### src/rtl/vga_scan_pkg.sv
package vga_scan_pkg;

    typedef enum logic [1:0] {
        PH_VISIBLE = 2'd0,
        PH_FRONT   = 2'd1,
        PH_PULSE   = 2'd2,
        PH_BACK    = 2'd3
    } scan_phase_e;

    function automatic int unsigned width_for(input int unsigned n);
        return (n < 2) ? 1 : $clog2(n);
    endfunction

endpackage

### src/rtl/vga_axis_fsm.sv
module vga_axis_fsm
    import vga_scan_pkg::*;
#(
    parameter int unsigned VIS   = 640,
    parameter int unsigned FRONT = 16,
    parameter int unsigned PULSE = 96,
    parameter int unsigned BACK  = 48,
    localparam int unsigned TOTAL = VIS + FRONT + PULSE + BACK,
    localparam int unsigned CW    = width_for(TOTAL)
) (
    input  logic          clk,
    input  logic          rst_n,
    input  logic          step,
    output logic [CW-1:0] pos,
    output logic          in_vis,
    output logic          in_pulse,
    output logic          wrap
);

    localparam logic [CW-1:0] VIS_END   = CW'(VIS - 1);
    localparam logic [CW-1:0] FRONT_END = CW'(FRONT - 1);
    localparam logic [CW-1:0] PULSE_END = CW'(PULSE - 1);
    localparam logic [CW-1:0] BACK_END  = CW'(BACK - 1);

    scan_phase_e   phase_q, phase_n;
    logic [CW-1:0] pos_q, pos_n, end_pos;
    logic          at_end;

    // state register
    always_ff @(posedge clk or negedge rst_n) begin
        if (!rst_n) begin
            phase_q <= PH_VISIBLE;
            pos_q   <= '0;
        end else if (step) begin
            phase_q <= phase_n;
            pos_q   <= pos_n;
        end
    end

    // next state
    always_comb begin
        unique case (phase_q)
            PH_VISIBLE: end_pos = VIS_END;
            PH_FRONT:   end_pos = FRONT_END;
            PH_PULSE:   end_pos = PULSE_END;
            PH_BACK:    end_pos = BACK_END;
        endcase
        at_end  = (pos_q == end_pos);
        phase_n = phase_q;
        pos_n   = pos_q + 1'b1;
        if (at_end) begin
            pos_n = '0;
            unique case (phase_q)
                PH_VISIBLE: phase_n = PH_FRONT;
                PH_FRONT:   phase_n = PH_PULSE;
                PH_PULSE:   phase_n = PH_BACK;
                PH_BACK:    phase_n = PH_VISIBLE;
            endcase
        end
    end

    // outputs
    always_comb begin
        pos      = pos_q;
        in_vis   = (phase_q == PH_VISIBLE);
        in_pulse = (phase_q == PH_PULSE);
        wrap     = step && at_end && (phase_q == PH_BACK);
    end

    a_r2_hold_without_step: assert property (@(posedge clk) disable iff (!rst_n)
        !step |=> $stable(phase_q) && $stable(pos_q));

    a_r9_wrap_restarts: assert property (@(posedge clk) disable iff (!rst_n)
        wrap |=> (phase_q == PH_VISIBLE) && (pos_q == '0));

    a_r3_pulse_follows_front: assert property (@(posedge clk) disable iff (!rst_n)
        step && (phase_q == PH_FRONT) && at_end |=> phase_q == PH_PULSE);

endmodule

### src/rtl/vga_addr_gen.sv
module vga_addr_gen #(
    parameter int unsigned SRC_W  = 320,
    parameter int unsigned X_W    = 10,
    parameter int unsigned Y_W    = 10,
    parameter int unsigned ADDR_W = 17
) (
    input  logic              vis,
    input  logic [X_W-1:0]    col,
    input  logic [Y_W-1:0]    row,
    output logic [ADDR_W-1:0] addr
);

    logic [31:0] linear;

    always_comb begin
        linear = 32'(row >> 1) * 32'(SRC_W) + 32'(col >> 1);
        addr   = vis ? ADDR_W'(linear) : '0;
    end

endmodule

### src/rtl/vga_out_stage.sv
module vga_out_stage #(
    parameter int unsigned PIX_W = 12
) (
    input  logic             clk,
    input  logic             rst_n,
    input  logic             pix_en,
    input  logic             show,
    input  logic             vis,
    input  logic             hpulse,
    input  logic             vpulse,
    input  logic [PIX_W-1:0] pix_in,
    output logic             hsync_n,
    output logic             vsync_n,
    output logic             video_on,
    output logic [PIX_W-1:0] rgb
);

    always_ff @(posedge clk or negedge rst_n) begin
        if (!rst_n) begin
            hsync_n  <= 1'b1;
            vsync_n  <= 1'b1;
            video_on <= 1'b0;
            rgb      <= '0;
        end else if (pix_en) begin
            hsync_n  <= !hpulse;
            vsync_n  <= !vpulse;
            video_on <= vis;
            rgb      <= (vis && show) ? pix_in : '0;
        end
    end

    a_r5_dark_outside: assert property (@(posedge clk) disable iff (!rst_n)
        pix_en && !vis |=> (rgb == '0) && !video_on);

    a_r8_dark_when_off: assert property (@(posedge clk) disable iff (!rst_n)
        pix_en && !show |=> rgb == '0);

endmodule

### src/rtl/vga_upscale_scanout.sv
module vga_upscale_scanout
    import vga_scan_pkg::*;
#(
    parameter int unsigned H_VIS   = 640,
    parameter int unsigned H_FRONT = 16,
    parameter int unsigned H_SYNC  = 96,
    parameter int unsigned H_BACK  = 48,
    parameter int unsigned V_VIS   = 480,
    parameter int unsigned V_FRONT = 10,
    parameter int unsigned V_SYNC  = 2,
    parameter int unsigned V_BACK  = 33,
    parameter int unsigned PIX_W   = 12,
    localparam int unsigned SRC_W  = H_VIS / 2,
    localparam int unsigned SRC_H  = V_VIS / 2,
    localparam int unsigned ADDR_W = width_for(SRC_W * SRC_H),
    localparam int unsigned X_W    = width_for(H_VIS + H_FRONT + H_SYNC + H_BACK),
    localparam int unsigned Y_W    = width_for(V_VIS + V_FRONT + V_SYNC + V_BACK)
) (
    input  logic              clk,
    input  logic              rst_n,
    input  logic              pix_en,
    input  logic              show_mode,
    output logic [ADDR_W-1:0] rd_addr,
    input  logic [PIX_W-1:0]  rd_data,
    output logic              hsync_n,
    output logic              vsync_n,
    output logic              video_on,
    output logic [PIX_W-1:0]  rgb_out
);

    logic [X_W-1:0] col;
    logic [Y_W-1:0] row;
    logic           h_vis, h_pulse, h_wrap;
    logic           v_vis, v_pulse, v_wrap;
    logic           v_step, on_screen;

    assign v_step    = pix_en && h_wrap;
    assign on_screen = h_vis && v_vis;

    vga_axis_fsm #(
        .VIS(H_VIS), .FRONT(H_FRONT), .PULSE(H_SYNC), .BACK(H_BACK)
    ) u_h_axis (
        .clk(clk), .rst_n(rst_n), .step(pix_en),
        .pos(col), .in_vis(h_vis), .in_pulse(h_pulse), .wrap(h_wrap)
    );

    vga_axis_fsm #(
        .VIS(V_VIS), .FRONT(V_FRONT), .PULSE(V_SYNC), .BACK(V_BACK)
    ) u_v_axis (
        .clk(clk), .rst_n(rst_n), .step(v_step),
        .pos(row), .in_vis(v_vis), .in_pulse(v_pulse), .wrap(v_wrap)
    );

    vga_addr_gen #(
        .SRC_W(SRC_W), .X_W(X_W), .Y_W(Y_W), .ADDR_W(ADDR_W)
    ) u_addr (
        .vis(on_screen), .col(col), .row(row), .addr(rd_addr)
    );

    vga_out_stage #(
        .PIX_W(PIX_W)
    ) u_out (
        .clk(clk), .rst_n(rst_n), .pix_en(pix_en), .show(show_mode),
        .vis(on_screen), .hpulse(h_pulse), .vpulse(v_pulse), .pix_in(rd_data),
        .hsync_n(hsync_n), .vsync_n(vsync_n), .video_on(video_on), .rgb(rgb_out)
    );

    // the memory needs one spare clock between enables
    a_r7_enable_gap: assert property (@(posedge clk) disable iff (!rst_n)
        pix_en |=> !pix_en);

    a_r6_pair_shares_word: assert property (@(posedge clk) disable iff (!rst_n)
        pix_en && on_screen && !col[0] |=> rd_addr == $past(rd_addr));

    a_r9_frame_end_to_origin: assert property (@(posedge clk) disable iff (!rst_n)
        v_wrap |=> (col == '0) && (row == '0));

endmodule

### config.mk
export PLATFORM = sky130hd
export DESIGN_NAME = vga_upscale_scanout
export DESIGN_NICKNAME = d
export VERILOG_FILES = /design/src/rtl/vga_scan_pkg.sv /design/src/rtl/vga_axis_fsm.sv /design/src/rtl/vga_addr_gen.sv /design/src/rtl/vga_out_stage.sv /design/src/rtl/vga_upscale_scanout.sv
export SDC_FILE = /design/constraint.sdc
export NUM_CORES = 1
export LEC_CHECK = 0
export BUFFER_PORTS_ARGS = -buffer_cell sky130_fd_sc_hd__buf_4
export CAP_MARGIN = 20
export CORE_ASPECT_RATIO = 0.8
export CORE_MARGIN = 3
export CORE_UTILIZATION = 55
export DETAILED_ROUTE_END_ITERATION = 7
export GPL_ROUTABILITY_DRIVEN = 0
export HOLD_SLACK_MARGIN = 0.12
export PLACE_DENSITY = 0.88
export SLEW_MARGIN = 5
export SYNTH_ARGS = -nofsm -noshare
export SYNTH_HDL_FRONTEND = slang
export SYNTH_HIERARCHICAL = 1
export SYNTH_SLANG_ARGS = --single-unit
### constraint.sdc
create_clock -name clk -period 8.95 [get_ports clk]
set_input_delay 1.79 -clock clk [delete_from_list [all_inputs] [get_ports clk]]
set_output_delay 1.79 -clock clk [all_outputs]
set_load 0.02 [all_outputs]
==> impl_metrics.json <==
{
  "drt_iter0_markers": 127,
  "post_cts_buffers": 0,
  "final_cells": 407,
  "ys.warnings.count": 6,
  "hpwlAfterDp_mm": 4.33,
  "start_util_pct": 59.8,
  "power_frac_clock_pct": 29.6,
  "p_int_mw": 0.269,
  "final.period_utilization_pct": 56.3,
  "skew_ns": 0.00858,
  "worstMarginPinSlew_ns": 0.588,
  "dieWidth_um": 86.9,
  "slew_violations": 0,
  "final_antenna_net_count": 0,
  "antenna_cells": 0,
  "setup.worst_path.start": "u_v_axis/pos[2]",
  "post-place-ws_ns": 4.23,
  "grt_remaining_overflow": 0,
  "clockRootBuffer": "clkbuf_8",
  "wl_per_cell_um": 14.5,
  "hold_path_class": "reg2reg",
  "crit_path_end_kind": "output pin",
  "vdd_drop_max_mv": 0.0818,
  "maxCapViolCount": 0,
  "max_freq_mhz": 199,
  "htreeDepth": 2,
  "finalSetupTns_ns": 0,
  "nets": 390,
  "regToRegSetupSlack_ns": 5.96,
  "worstPathRequired_ns": 7.16,
  "ctsHoldBuffers": 0,
  "syn2layout_area_growth_pct": 15.6,
  "p_sw_mw": 0.108,
  "routed_wl_mm": 5.88,
  "design_area_um2": 3330,
  "drc_errors": 0,
  "combPwrFrac_pct": 15.2,
  "p_leak_nw": 1.65,
  "setup_viol": 0,
  "core_um2": 4820,
  "period_needed_ns": 5.03,
  "drt-pass1-iter-count": 5,
  "cts_tree": "yes",
  "grt_pass1_wl_mm": 9.77,
  "port_buffers": 47,
  "crit_end": "rd_addr[16]",
  "dpl-instance-area_um2": 3250,
  "fp.dieArea_um2": 6140,
  "worst_slack_ns": 3.92,
  "clk_latency_ns": 0.29,
  "syn_inst": 300,
  "antenna_found_initial": 0,
  "syn_area_per_cell_um2": 9.60,
  "criticalPathCategory": "reg2out",
  "via_count": 2276,
  "cts.sinks": 39,
  "cts_made_buffers": 5,
  "final-hold-violation-count": 0,
  "num_rows": 22,
  "post_cts_resized": 0,
  "viasPerCell": 5.59,
  "sw_frac_of_total_pct": 28.6,
  "power_density_nw_per_um2": 113,
  "cts_buffer_depth": 2,
  "dp.cells": 399,
  "cp_data_arrival_time_ns": 3.24,
  "r2r_end": "u_v_axis/pos[6]",
  "grt_pass1_vias": 2112,
  "power_frac_seq_pct": 55.2,
  "io_pins": 48,
  "fillers": 376,
  "synth_fp_nets": 344,
  "grt_max_degree": 41,
  "cp-start-kind": "flip-flop",
  "r2r_cells": 11,
  "fin_total_pwr_mw": 0.377,
  "syn-cell-area_um2": 2880,
  "max_slew_margin_pct": 60.7,
  "worstPathMaxFanout": 9,
  "status": "complete, no violations",
  "clk_pin_slew_ns": 0.07,
  "die_h_um": 70.7,
  "r2r_start": "u_h_axis/phase_q[0]",
  "layout-drive-gt1-share_pct": 23.6,
  "grt_usage_pct": 19.6,
  "rsz0062_at_grt": "no"
}
per-stage QoR:
step | hold WS, ns | util (%)
2_1_floorplan | 0.493 | -
3_3_place_gp | 0.457 | 67.4
3_5_place_dp | 0.464 | 67.4
4_1_cts | 0.475 | 69.1
5_1_grt | 0.489 | 69.1
6_report | 0.471 | 69.1
worst max-delay path: stages, from the launching register on:
cell	delay, ns
dfrtp_1	0.49
ha_1	0.35
ha_1	0.24
fa_1	0.42
a211oi_2	0.40
o211ai_1	0.17
o2111ai_2	0.13
and4_1	0.24
xnor3_1	0.22
and2_1	0.16
buf_4	0.15
how the worst min path moves through the flow:
stage                         start              end  slack (ns)  cells after the start
floorplan           u_v_axis/pos[9]  u_v_axis/pos[9]        0.49                      1
global placement      u_out/vsync_n    u_out/vsync_n        0.46                      2
detailed placement    u_out/hsync_n    u_out/hsync_n        0.46                      2
CTS                   u_out/hsync_n    u_out/hsync_n        0.48                      2
global route          u_out/hsync_n    u_out/hsync_n        0.49                      2
finish                u_out/hsync_n    u_out/hsync_n        0.47                      2
area by class of cell:
class | count | area [um2] | share of cell area, %
Tap cell | 60 | 75.1 | 2.26
Timing Repair Buffer | 47 | 353 | 10.6
Clock inverter | 1 | 5.00 | 0.150
Inverter | 26 | 97.6 | 2.93
Multi-Input combinational cell | 227 | 1740 | 52.4
Clock buffer | 7 | 76.3 | 2.29
Sequential cell | 39 | 978 | 29.4
metal layers:
metal	routed length, um	vias to the layer above	part of all wire, %	GRT usage, %
met1	2810	1073	48	27.8
li1	-	1135	-	-
met4	84	0	1.4	5.19
met3	278	11	4.7	4.07
met5	0	-	0	0
met2	2710	57	46	30.4
flip-flops by register name, indices dropped and copies added (netlist names):
name,cells
u_out/rgb,12
u_h_axis/pos,10
u_v_axis/pos,10
u_h_axis/phase_q,2
u_v_axis/phase_q,2
u_out/hsync_n,1
u_out/video_on,1
u_out/vsync_n,1
power groups by stage:
| stage | Sequential [mW] | Clock [mW] | Combinational (mW) |
|---|---|---|---|
| after floorplan | 0.206 | 0 | 0.0438 |
| after global placement | 0.211 | 0 | 0.0555 |
| after detailed placement | 0.211 | 0 | 0.0571 |
| after CTS | 0.208 | 0.115 | 0.0575 |
| after global routing | 0.212 | 0.123 | 0.0644 |
| final | 0.208 | 0.112 | 0.0573 |
layout by cell type (no fill, tap or decap), types with 8 or more instances in the layout:
master and instances:
a21oi_1 8, and2_1 19, buf_4 47, dfrtp_1 37, ha_1 26, inv_1 26
nand2_1 32, nand3_1 9, nor2_1 20, o22ai_2 10, xnor2_1 10, xor2_1 10
Note: power is estimated with default switching activity, not from simulation.
